**src/rtl/flash_wp_pkg.sv**
```systemverilog
package flash_wp_pkg;
  typedef enum logic [2:0] {
    OP_BYTE = 3'd0,
    OP_AAI  = 3'd1,
    OP_SECT = 3'd2,
    OP_BLK  = 3'd3,
    OP_CHIP = 3'd4
  } op_kind_e;

  localparam int unsigned ST_BUSY = 0;
  localparam int unsigned ST_WEL  = 1;
  localparam int unsigned ST_BP0  = 2;
  localparam int unsigned ST_BP1  = 3;
  localparam int unsigned ST_AAI  = 6;
  localparam int unsigned ST_LOCK = 7;
endpackage

```
**src/rtl/fwp_region_dec.sv**
```systemverilog
module fwp_region_dec
  import flash_wp_pkg::*;
#(
  parameter int unsigned ADDR_W = 20
) (
  input  logic [1:0]        bp_i,
  input  logic [2:0]        kind_i,
  input  logic [ADDR_W-1:0] addr_i,
  output logic              prot_o
);
  localparam logic [ADDR_W-1:0] BASE_QTR = ADDR_W'(3) << (ADDR_W - 2);
  localparam logic [ADDR_W-1:0] BASE_HALF = ADDR_W'(1) << (ADDR_W - 1);

  logic addr_prot;

  always_comb begin
    unique case (bp_i)
      2'b00:   addr_prot = 1'b0;
      2'b01:   addr_prot = (addr_i >= BASE_QTR);
      2'b10:   addr_prot = (addr_i >= BASE_HALF);
      default: addr_prot = 1'b1;
    endcase
  end

  // chip erase needs a fully open array; unknown kinds are refused
  assign prot_o = addr_prot
                | ((kind_i == OP_CHIP) && (bp_i != 2'b00))
                | (kind_i > OP_CHIP);
endmodule

```
**src/rtl/fwp_status_reg.sv**
```systemverilog
module fwp_status_reg (
  input  logic       clk_i,
  input  logic       rst_ni,
  input  logic       wp_ni,
  input  logic       wren_i,
  input  logic       wrdi_i,
  input  logic       ewsr_i,
  input  logic       wrsr_i,
  input  logic [1:0] wrsr_bp_i,
  input  logic       wrsr_lock_i,
  input  logic       req_i,
  input  logic       grant_i,
  input  logic       grant_aai_i,
  input  logic       done_i,
  output logic       busy_o,
  output logic       wel_o,
  output logic       aai_o,
  output logic [1:0] bp_o,
  output logic       lock_o
);
  logic       busy_q, wel_q, aai_q, lock_q, armed_q;
  logic [1:0] bp_q;
  logic       any_cmd, locked;

  assign any_cmd = wren_i | wrdi_i | ewsr_i | wrsr_i | req_i;
  assign locked  = lock_q & ~wp_ni;

  always_ff @(posedge clk_i or negedge rst_ni) begin
    if (!rst_ni) begin
      busy_q  <= 1'b0;
      wel_q   <= 1'b0;
      aai_q   <= 1'b0;
      bp_q    <= 2'b11;
      lock_q  <= 1'b1;
      armed_q <= 1'b0;
    end else if (busy_q) begin
      if (done_i) begin
        busy_q <= 1'b0;
        if (!aai_q) wel_q <= 1'b0;
      end
    end else begin
      if (any_cmd) armed_q <= ewsr_i;
      if (grant_i) begin
        busy_q <= 1'b1;
        aai_q  <= grant_aai_i;
      end
      if (wren_i) wel_q <= 1'b1;
      if (wrdi_i) begin
        wel_q <= 1'b0;
        aai_q <= 1'b0;
      end
      if (wrsr_i && armed_q && !locked) begin
        bp_q   <= wrsr_bp_i;
        lock_q <= wrsr_lock_i;
      end
    end
  end

  assign busy_o = busy_q;
  assign wel_o  = wel_q;
  assign aai_o  = aai_q;
  assign bp_o   = bp_q;
  assign lock_o = lock_q;

  AST_LOCK_FREEZES_BP: assert property (@(posedge clk_i) disable iff (!rst_ni)
    (lock_q && !wp_ni) |=> ($stable(bp_q) && $stable(lock_q)));
  AST_UNARMED_WRSR: assert property (@(posedge clk_i) disable iff (!rst_ni)
    (wrsr_i && !armed_q) |=> ($stable(bp_q) && $stable(lock_q)));
  AST_BUSY_FREEZES_BP: assert property (@(posedge clk_i) disable iff (!rst_ni)
    (busy_q && !done_i) |=> ($stable(bp_q) && busy_q && $stable(wel_q)));
  AST_DONE_DROPS_WEL: assert property (@(posedge clk_i) disable iff (!rst_ni)
    (busy_q && done_i && !aai_q) |=> (!busy_q && !wel_q));
  AST_WREN_SETS_WEL: assert property (@(posedge clk_i) disable iff (!rst_ni)
    (!busy_q && wren_i) |=> wel_q);
endmodule

```
**src/rtl/flash_wp_ctrl.sv**
```systemverilog
module flash_wp_ctrl
  import flash_wp_pkg::*;
#(
  parameter int unsigned ADDR_W = 20
) (
  input  logic              clk_i,
  input  logic              rst_ni,
  input  logic              wp_ni,
  input  logic              wren_i,
  input  logic              wrdi_i,
  input  logic              ewsr_i,
  input  logic              wrsr_i,
  input  logic [1:0]        wrsr_bp_i,
  input  logic              wrsr_lock_i,
  input  logic              op_req_i,
  input  logic [2:0]        op_kind_i,
  input  logic [ADDR_W-1:0] op_addr_i,
  input  logic              op_done_i,
  output logic              op_grant_o,
  output logic              op_reject_o,
  output logic [7:0]        status_o
);
  logic       busy, wel, aai, lock, prot, req_ok;
  logic [1:0] bp;
  logic       grant_q, reject_q;

  fwp_region_dec #(.ADDR_W(ADDR_W)) u_dec (
    .bp_i   (bp),
    .kind_i (op_kind_i),
    .addr_i (op_addr_i),
    .prot_o (prot)
  );

  assign req_ok = op_req_i & ~busy & wel & ~prot;

  fwp_status_reg u_st (
    .clk_i       (clk_i),
    .rst_ni      (rst_ni),
    .wp_ni       (wp_ni),
    .wren_i      (wren_i),
    .wrdi_i      (wrdi_i),
    .ewsr_i      (ewsr_i),
    .wrsr_i      (wrsr_i),
    .wrsr_bp_i   (wrsr_bp_i),
    .wrsr_lock_i (wrsr_lock_i),
    .req_i       (op_req_i),
    .grant_i     (req_ok),
    .grant_aai_i (op_kind_i == OP_AAI),
    .done_i      (op_done_i),
    .busy_o      (busy),
    .wel_o       (wel),
    .aai_o       (aai),
    .bp_o        (bp),
    .lock_o      (lock)
  );

  always_ff @(posedge clk_i or negedge rst_ni) begin
    if (!rst_ni) begin
      grant_q  <= 1'b0;
      reject_q <= 1'b0;
    end else begin
      grant_q  <= req_ok;
      reject_q <= op_req_i & ~req_ok;
    end
  end

  assign op_grant_o  = grant_q;
  assign op_reject_o = reject_q;

  always_comb begin
    status_o          = '0;
    status_o[ST_BUSY] = busy;
    status_o[ST_WEL]  = wel;
    status_o[ST_BP0]  = bp[0];
    status_o[ST_BP1]  = bp[1];
    status_o[ST_AAI]  = aai;
    status_o[ST_LOCK] = lock;
  end

  AST_GRANT_XOR_REJECT: assert property (@(posedge clk_i) disable iff (!rst_ni)
    !(op_grant_o && op_reject_o));
  AST_GRANT_NEEDS_WEL: assert property (@(posedge clk_i) disable iff (!rst_ni)
    op_req_i |=> (op_grant_o == $past(wel && !busy && !prot)));
  AST_GRANT_SETS_BUSY: assert property (@(posedge clk_i) disable iff (!rst_ni)
    op_grant_o |-> busy);
  AST_CHIP_NEEDS_OPEN: assert property (@(posedge clk_i) disable iff (!rst_ni)
    (op_req_i && op_kind_i == OP_CHIP && bp != 2'b00) |=> op_reject_o);
endmodule

```
**config.mk**
```make
export PLATFORM = sky130hd
export DESIGN_NAME = flash_wp_ctrl
export DESIGN_NICKNAME = d
export VERILOG_FILES = /design/src/rtl/flash_wp_pkg.sv /design/src/rtl/fwp_region_dec.sv /design/src/rtl/fwp_status_reg.sv /design/src/rtl/flash_wp_ctrl.sv
export SDC_FILE = /design/constraint.sdc
export NUM_CORES = 1
export LEC_CHECK = 0
export ABC_AREA = 1
export BUFFER_PORTS_ARGS = -buffer_cell sky130_fd_sc_hd__clkbuf_2
export CAP_MARGIN = 20
export CORE_MARGIN = 1
export CORE_UTILIZATION = 39
export CTS_CLUSTER_DIAMETER = 150
export DETAILED_ROUTE_END_ITERATION = 8
export PLACE_DENSITY = 0.91
export SLEW_MARGIN = 20
export SYNTH_ARGS = -nofsm -noshare
export SYNTH_HDL_FRONTEND = slang
export SYNTH_HIERARCHICAL = 1
export SYNTH_SLANG_ARGS = --single-unit
```
**constraint.sdc**
```tcl
create_clock -name clk_i -period 2.1 [get_ports clk_i]
set_input_delay 0.42 -clock clk_i [delete_from_list [all_inputs] [get_ports clk_i]]
set_output_delay 0.42 -clock clk_i [all_outputs]
set_load 0.01 [all_outputs]
```
---- Word level (Yosys, flattened, before mapping) ----
Cells that the tools add are included.
storage, ports and cells
  flip-flop bits (word level) ............. 9
  bits of input ports ..................... 35
  output and inout port bits .............. 10
  logic and storage cells ................. 55
cells by class
  order comparisons ....................... 3
  eq/ne operators ......................... 6
  mux-type cells .......................... 11
  bitwise operators ....................... 15
  reduce and logical (&&, ||, !) cells .... 12
operator list
  operator                                                               count
  20-bit greater-or-equal comparator, second input constant              2
  1-bit two-way mux                                                      10
  1-bit bitwise OR                                                       6
  2-bit AND reduction                                                    3
  1-bit AND                                                              5
  2-bit != test, second input constant                                   2
  1-bit inverter                                                         4
  2-bit nonzero test                                                     2
  3-bit by 1-bit equality test with 1-bit output, second input constant  1
  3-bit equality test, second input constant                             1
  3-bit greater-than comparator, second input constant                   1
  1-bit logical AND                                                      3
  1-bit one-hot mux with 3 select lines                                  1
  3-bit AND reduction                                                    1
  3-bit nonzero test                                                     1
  2-bit by 1-bit equality test with 1-bit output, second input constant  1
  2-bit equality test, second input constant                             1
  2-bit zero test                                                        1
  1-bit zero test                                                        1

---- Longest topological paths before layout ----
Gate-level depths: netlist (run 1).
  depth in word-level cells ............... 8
  depth in mapped cells ................... 8
  mapped depth without buffers ............ 8

---- Modules after synthesis ----
The synthesis (run 1) kept the hierarchy.
modules (own cells, without submodules)
  module          times used  cells each  area each (µm²)  sequential area each (µm²)
  fwp_status_reg  1           43          360.3            178.9
  flash_wp_ctrl   1           15          132.6            50.0
  fwp_region_dec  1           12          47.5             0.0

---- Worst setup path after synthesis (run 1) ----
No wires, ideal clock.
  path kind ............................... input -> register
  start ................................... in op_kind_i[0]
  end ..................................... reg u_st.aai_q (netlist: u_st/aai_o)
  library setup time ...................... 0.121 ns
  arrival ................................. 1.051 ns
  data required time ...................... 1.979 ns
  setup slack ............................. 0.929 ns
  stages on the path ...................... 8
  buffers on the path ..................... 0
  cell sequence ........................... nor2_2 > nand2_1 > nand2_1 > nand2_1 > nor3_2 > o21ai_2 > nand2_1 > o21ai_1
on the way
  longest elaborated chain between the ends .. 8
  elaborated cells on any way between the ends .. 12
  those cells by class .................... 1 x order compare; 2 x eq/ne; 2 x mux; 4 x bitwise; 3 x reduce/logical
RTL lines
  item                               line                  RTL
  start, declared                    flash_wp_ctrl.sv:16   input logic [2:0] op_kind_i,
  3-bit equality test                fwp_region_dec.sv:27  | ((kind_i == OP_CHIP) && (bp_i != 2'b00))
  1-bit logical AND                  fwp_region_dec.sv:27
  1-bit bitwise OR                   fwp_region_dec.sv:27
  1-bit bitwise OR (*)               fwp_region_dec.sv:28  | (kind_i > OP_CHIP);
  net prot                           flash_wp_ctrl.sv:23   logic busy, wel, aai, lock, prot, req_ok;
  1-bit inverter (*)                 flash_wp_ctrl.sv:34   assign req_ok = op_req_i & ~busy & wel & ~prot;
  1-bit AND (*)                      flash_wp_ctrl.sv:34
  net req_ok                         flash_wp_ctrl.sv:23
  2-bit nonzero test (no line) (*)   --
  2-bit AND reduction (no line) (*)  --
  end signal, assigned               fwp_status_reg.sv:45  aai_q <= grant_aai_i;
  end, declared                      fwp_status_reg.sv:21  logic busy_q, wel_q, aai_q, lock_q, armed_q;
Mark *: on every way through the listed nets, which the timed path passes. The rest lies on a longest branch. The select of a mux whose other input is x is not followed.
A chain may end at the register's enable or synchronous reset.

---- Worst setup path in the final report (run 1) ----
  start ................................... reg u_st.bp_q[1] (netlist: u_st/bp_o[1])
  end ..................................... out status_o[3]
RTL lines
  item                    line                  RTL
  start, declared         fwp_status_reg.sv:22  logic [1:0] bp_q;
  start signal, assigned  fwp_status_reg.sv:53  bp_q <= wrsr_bp_i;
  end, declared           flash_wp_ctrl.sv:21   output logic [7:0] status_o
No word-level cell between the ends.

==> results of run 1 <==
routing by layer:
metal / up-vias / GRT usage
met5: - / 0
met4: 0 / 0.103
met3: 4 / 0.0347
met2: 26 / 0.200
met1: 220 / 0.201
li1: 253 / -
state kept, by name, indices dropped and copies added (netlist names):
register	flops
u_st/aai_o	1
u_st/lock_o	1
op_reject_o	1
u_st/busy_o	1
op_grant_o	1
u_st/armed_q	1
u_st/bp_o	2
u_st/wel_o	1
where the power goes:
| part | leakage, nW | switching [mW] | internal (mW) |
|---|---|---|---|
| clock | 0.0150 | 0.0591 | 0.0731 |
| sequential | 0.109 | 0.0445 | 0.243 |
| combinational | 0.254 | 0.141 | 0.0931 |
synthesized netlist by cell type:
master / count / area share
sky130_fd_sc_hd__nor2_2: 1 / 0.012
sky130_fd_sc_hd__o21ai_2: 1 / 0.016
sky130_fd_sc_hd__o21ai_0: 2 / 0.019
sky130_fd_sc_hd__nor2_1: 5 / 0.035
sky130_fd_sc_hd__inv_1: 8 / 0.056
sky130_fd_sc_hd__buf_4: 6 / 0.083
sky130_fd_sc_hd__nor3_2: 1 / 0.019
sky130_fd_sc_hd__nor3b_2: 1 / 0.023
sky130_fd_sc_hd__nor3b_1: 1 / 0.014
sky130_fd_sc_hd__o21ai_1: 1 / 0.0093
sky130_fd_sc_hd__nand4_1: 3 / 0.035
sky130_fd_sc_hd__nand2_1: 27 / 0.19
sky130_fd_sc_hd__dfstp_2: 3 / 0.15
sky130_fd_sc_hd__conb_1: 1 / 0.0069
sky130_fd_sc_hd__a21oi_1: 1 / 0.0093
sky130_fd_sc_hd__nand3_4: 1 / 0.032
sky130_fd_sc_hd__buf_6: 1 / 0.021
sky130_fd_sc_hd__dfrtp_1: 6 / 0.28
final cells by class:
type	instances	area share
clock buffer	4	0.0402
inverter	8	0.0460
multi-input combinational	47	0.351
sequential	9	0.351
tap	15	0.0287
timing repair buffer	24	0.184
metrics by stage:
stage / instances / power [mW] / setup WS, ps
after detailed placement: 103 / 0.525 / 715
after global routing: 107 / 0.709 / 675
final: 107 / 0.654 / 728
after floorplan: 71 / 0.475 / 929
after CTS: 107 / 0.660 / 713
after global placement: 103 / 0.515 / 725
path summary, 6_finish.rpt:
kind                       cells past startpoint  slack, ps                        to
max                                            1        730               status_o[3]
min                                            1          2     op_reject_o$_DFF_PN0_
max reg2reg                                    8        830    u_st/aai_o$_DFFE_PN0P_
min reg2reg                                    2        480   u_st/lock_o$_DFFE_PN1P_
max in group asynchronous                      1       1840  u_st/bp_o[1]$_DFFE_PN1P_
min in group clk_i                             2        350     u_st/busy_o$_DFF_PN0_
cell families after synthesis:
family	after synthesis	synth area share
buffers and inverters	15	0.160
flip-flops	9	0.424
AND/OR/NAND/NOR	40	0.357
AO/OA/AOI/OAI	5	0.0532
other	1	0.00694
==> summary.md, run 1 <==
| Metric | Value |
|---|---|
| Total track usage | `0.147` |
| Post-route clock period utilization | `0.653` |
| CTS clk-pin slew, worst paths | `60 ps` |
| Via count of the first global-routing pass | `375` |
| Vias/cell | `4.70` |
| Clk root buf | `sky130_fd_sc_hd__clkbuf_4` |
| Mean Syn Cell Area | `7.72 um2` |
| Length of routed wiring on met1 | `468 um` |
| Total of hold buffers inserted after clock tree synthesis | `0` |
| Seq cells post-synth | `9` |
| Fin. max-slew vios | `0` |
| Max clock buf depth | `2` |
| Setup crit start kind | `register` |
| Post-placement cell area | `627 um2` |
| NumNets Final | `128` |
| Total power density per cell area | `1000 nW/um2` |
| IR drop worst, VDD | `0.000459 V` |
| Clock latency reported for the late side of the worst-skew pair | `260 ps` |
| Sequence of cells on the critical path | `clkbuf_2` |
| Hold Path Class | `input pin to asynchronous set/reset pin` |
| Cell area after synthesis | `541 um2` |
| Total iterations of the first detailed-routing run | `4` |
| TritonCTS clock tree | `yes` |
| Post-route cell area | `653 um2` |
| Hold Vio Cnt, Final | `0` |
| Kind of cell adding the most delay to the critical path | `flip-flops` |
| Detailed-routed wire length on met2 | `433 um` |
| Die area | `1540 um2` |
| Core area | `1300 um2` |
| Number of DRC markers after the initial detailed-route iteration | `18` |
| Start-to-end type of the worst setup path | `register to output port` |
| Vias after detailed routing | `503` |
| Area Growth Syn to Fin | `20.8%` |
| Maximum number of pins on one net before global-route repair | `12` |
| Total number of yosys warnings | `6` |
| Routed wl met3 | `73 um` |
| Critical-path top delay cell | `sky130_fd_sc_hd__dfstp_2` |
| Achievable Freq | `729 MHz` |
| TritonCTS Sinks | `9` |
| Overall die width | `39.2 um` |
| Number of antenna violations at the first check in global routing | `0` |
| Row Count | `13` |
| Final number of setup-violating endpoints | `0` |
| Detail Route Antenna Nets | `0` |
| Sequential cell area | `229 um2` |
| Number of I/O port buffers | `24` |
| N_diodes | `0` |
| Seq/Total Area, Yosys | `0.424` |
| Accumulated negative setup slack | `0 ps` |
| Max stage delay on crit path | `560 ps` |
| Global-route wire length before repair | `1.46 mm` |
| RSZ-0062 raised after global routing | `no` |
| Final GP Congestion | `0.767` |
| Number of cells upsized or downsized after cts | `0` |
| Post-route DRC violation count | `0` |
| Worst setup path startpoint | `u_st/bp_o[1]$_DFFE_PN1P_` |
| Most frequent standard cell in the layout excluding fill and tap cells | `sky130_fd_sc_hd__nand2_1` |
| Post-layout util | `0.502` |
| CP arrival | `950 ps` |
| Synthesized instance count | `70` |
| Starting utilization of the core area | `0.415` |
| Buffers and inverters on the worst path | `1` |
| Distinct cell type count after synthesis | `18` |
| Fill cell count | `139` |
| Endpoint class of the critical path | `output port` |
| Top Ports | `45` |
| Commonest cells after routing, fill and taps aside | `sky130_fd_sc_hd__nand2_1 (27), sky130_fd_sc_hd__clkbuf_2 (24), sky130_fd_sc_hd__inv_1 (8), sky130_fd_sc_hd__dfrtp_1 (6), sky130_fd_sc_hd__nor2_1 (5)` |
| Height of the die | `39.2 um` |
| Highest routed metal layer | `met4` |
| Level count of the clock H-tree | `1` |
| RR Startpoint | `u_st/bp_o[1]$_DFFE_PN1P_` |
| Status | `complete, no violations` |
| Post-layout minimum cycle time | `1370 ps` |
| Routed Wire Length | `992 um` |
| CP Data Required Time | `1680 ps` |
| Static power due to leakage | `0.377 nW` |
| Detailed-placement wirelength estimate | `799 um` |
| Final hold slack | `2.42 ps` |
| Area used by multi-input combinational logic | `229 um2` |
| GR Overflow Total | `0` |
| Maximum Capacitance Violations | `0` |
| Ratio of cells with drive above 1 in the final layout | `0.380` |
| Worst setup skew after layout | `7.49 ps` |
| Clock buffer count from CTS | `3` |
| Wirelength per Cell | `9.27 um` |
| Post-CTS setup buffer count | `0` |
| Largest fanout of any net on the critical path | `5` |
Note: power is estimated with default switching activity, not from simulation.
==> run 2: changes to the inputs <==
Settings changed: CORE_UTILIZATION 39 to 33, PLACE_DENSITY 0.91 to 0.83.
Clock period 2.1 ns to 1.15 ns, I/O delays scaled along.
==> run 2 against run 1 <==
  * The run now ends with negative setup slack left
  * Die area is 17% higher
  * Critical path type unchanged
  * Critical endpoint is now status_o[2]
  * Final cell count up 7.5%
  * Clock skew shrank 4.3 ps
  * Largest power group is now combinational cells
  * Routed wire length is 14% higher
  * Clock power up 76%
  * Largest cell class is now multi-input gates
  * Design area rose by 14%
  * Combinational power increased to 2.7 times the previous value
  * Setup slack lost 790 ps
==> summary.md, run 2 (same netlist as run 1, synthesis figures left out) <==
| Metric | Value |
|---|---|
| Post-route DRC violation count | `0` |
| Static power due to leakage | `0.414 nW` |
| Commonest cells after routing, fill and taps aside | `sky130_fd_sc_hd__nand2_1 (26), sky130_fd_sc_hd__clkbuf_2 (21), sky130_fd_sc_hd__inv_1 (7)` |
| CTS clk-pin slew, worst paths | `60 ps` |
| Post-route clock period utilization | `1.05` |
| Global-route wire length before repair | `1.97 mm` |
| Die area | `1800 um2` |
| Via count of the first global-routing pass | `512` |
| Cell depth of the worst min-delay path | `2` |
| Stages on the worst setup path | `2` |
| Endpoint class of the critical path | `output port` |
| Overall die width | `42.5 um` |
| Wirelength per Cell | `9.87 um` |
| Top Ports | `45` |
| Level count of the clock H-tree | `1` |
| Row Count | `14` |
| Post-route cell area | `743 um2` |
| Critical-path top delay cell | `sky130_fd_sc_hd__dfstp_2` |
| Fin. max-slew vios | `0` |
| Routed Wire Length | `1.14 mm` |
| Number of I/O port buffers | `24` |
| GR Overflow Total | `0` |
| Slack of the critical path | `-57.2 ps` |
| Clock buffer count from CTS | `3` |
| Clock latency reported for the late side of the worst-skew pair | `250 ps` |
| Final Total Pwr | `1.40 mW` |
| Hold Vio Cnt, Final | `0` |
| Sequence of cells on the critical path | `buf_6, buf_6` |
| Vias after detailed routing | `528` |
| Post-placement cell area | `636 um2` |
| Core area | `1520 um2` |
| Largest fanout of any net on the critical path | `3` |
| Number of antenna violations at the first check in global routing | `0` |
| Max clock buf depth | `2` |
| NumNets Final | `135` |
| Post-layout util | `0.488` |
| Vias/cell | `4.59` |
| Status | `finished with violations` |
| Number of cells traversed by the worst register-to-register path | `8` |
| Height of the die | `42.5 um` |
| Most common cell type on the critical path | `sky130_fd_sc_hd__buf_6` |
| Detailed-placement wirelength estimate | `881 um` |
| Total iterations of the first detailed-routing run | `2` |
| Detail Route Antenna Nets | `0` |
| Clk root buf | `sky130_fd_sc_hd__clkbuf_4` |
| Accumulated negative setup slack | `-134 ps` |
| Hold Path Class | `input pin to register` |
| IR drop worst, VDD | `0.000694 V` |
| Max stage delay on crit path | `540 ps` |
| Start-to-end type of the worst setup path | `register to output port` |
| Starting utilization of the core area | `0.355` |
| TritonCTS Sinks | `9` |
| RSZ-0062 raised after global routing | `yes` |
| Total power density per cell area | `1890 nW/um2` |
| Worst setup skew after layout | `3.21 ps` |
| CP Data Required Time | `920 ps` |
| Maximum Capacitance Violations | `0` |
| Kind of cell adding the most delay to the critical path | `flip-flops` |
| Final number of setup-violating endpoints | `3` |
| Buffers and inverters on the worst path | `2` |
| Most frequent standard cell in the layout excluding fill and tap cells | `sky130_fd_sc_hd__nand2_1` |
| Post-placement setup slack | `-91.7 ps` |
| N_diodes | `0` |
| Flip-flop count of the largest register, all copies and words added | `2` |
| Number of DRC markers after the initial detailed-route iteration | `7` |
| Achievable Freq | `828 MHz` |
| CP arrival | `980 ps` |
| Post-layout minimum cycle time | `1210 ps` |
| Setup crit start kind | `register` |
| Maximum number of pins on one net before global-route repair | `10` |
| Total track usage | `0.150` |
| Failing checks | `negative setup slack` |
| Area Growth Syn to Fin | `37.5%` |
| Ratio of cells with drive above 1 in the final layout | `0.455` |
| Final GP Congestion | `0.712` |
| TritonCTS clock tree | `yes` |
-- run 2: cell types whose count changed in the layout (fill, tap and decap cells not counted), sizes merged --
| cell | change |
|---|---|
| buf | +9 |
| clkbuf | -3 |
| inv | -1 |
| clkinvlp | +1 |
| dlygate4sd3 | +1 |
-- run 2: report_power, final --
| part | switching [mW] | internal [mW] |
|---|---|---|
| registers | 0.0902 | 0.446 |
| logic | 0.306 | 0.327 |
| clock network | 0.0993 | 0.133 |
-- run 2: layer usage --
metal | vias up | wire length [um] | part of all wire | GRT usage
met5 | - | 0 | 0 | 0
li1 | 268 | - | - | -
met1 | 237 | 501 | 0.44 | 0.188
met3 | 2 | 71 | 0.063 | 0.0388
met2 | 21 | 552 | 0.49 | 0.231
met4 | 0 | 8 | 0.0070 | 0.0875
-- run 2: per-stage QoR --
| step | cells | hold slack [ps] |
|---|---|---|
| final | 115 | 162 |
| after global routing | 115 | 159 |
| after CTS | 114 | 170 |
| after detailed placement | 105 | 102 |
| after global placement | 105 | 92.5 |
| after floorplan | 71 | -65.6 |
-- run 2: worst paths after layout --
kind / startpoint / to / slack, ps
min in group asynchronous: rst_ni / u_st/wel_o$_DFFE_PN0P_ / 370
hold reg to reg: u_st/armed_q$_DFFE_PN0P_ / u_st/armed_q$_DFFE_PN0P_ / 470
max in group asynchronous: rst_ni / u_st/bp_o[1]$_DFFE_PN1P_ / 520
setup reg to reg: u_st/bp_o[1]$_DFFE_PN1P_ / u_st/aai_o$_DFFE_PN0P_ / -50
hold / removal: op_done_i / u_st/busy_o$_DFF_PN0_ / 160
setup / recovery: u_st/bp_o[0]$_DFFE_PN1P_ / status_o[2] / -60
-- run 2: repair_timing --
item                       in CTS  in global routing
gates resized for setup         5                  7
hold endpoints to repair        6                  0
cloned                          0                  0
hold buffers                    1                  0
setup endpoints to repair       6                  6
pin swaps                       0                  1
setup buffers                   4                  1
-- run 2: area by class of cell --
type | count | area (um2)
Clock buffer | 4 | 26.3
Tap cell | 16 | 20.0
Timing Repair Buffer | 31 | 191
Sequential cell | 9 | 230
Fill cell | 152 | 781
Inverter | 8 | 33.8
Multi-Input combinational cell | 47 | 241
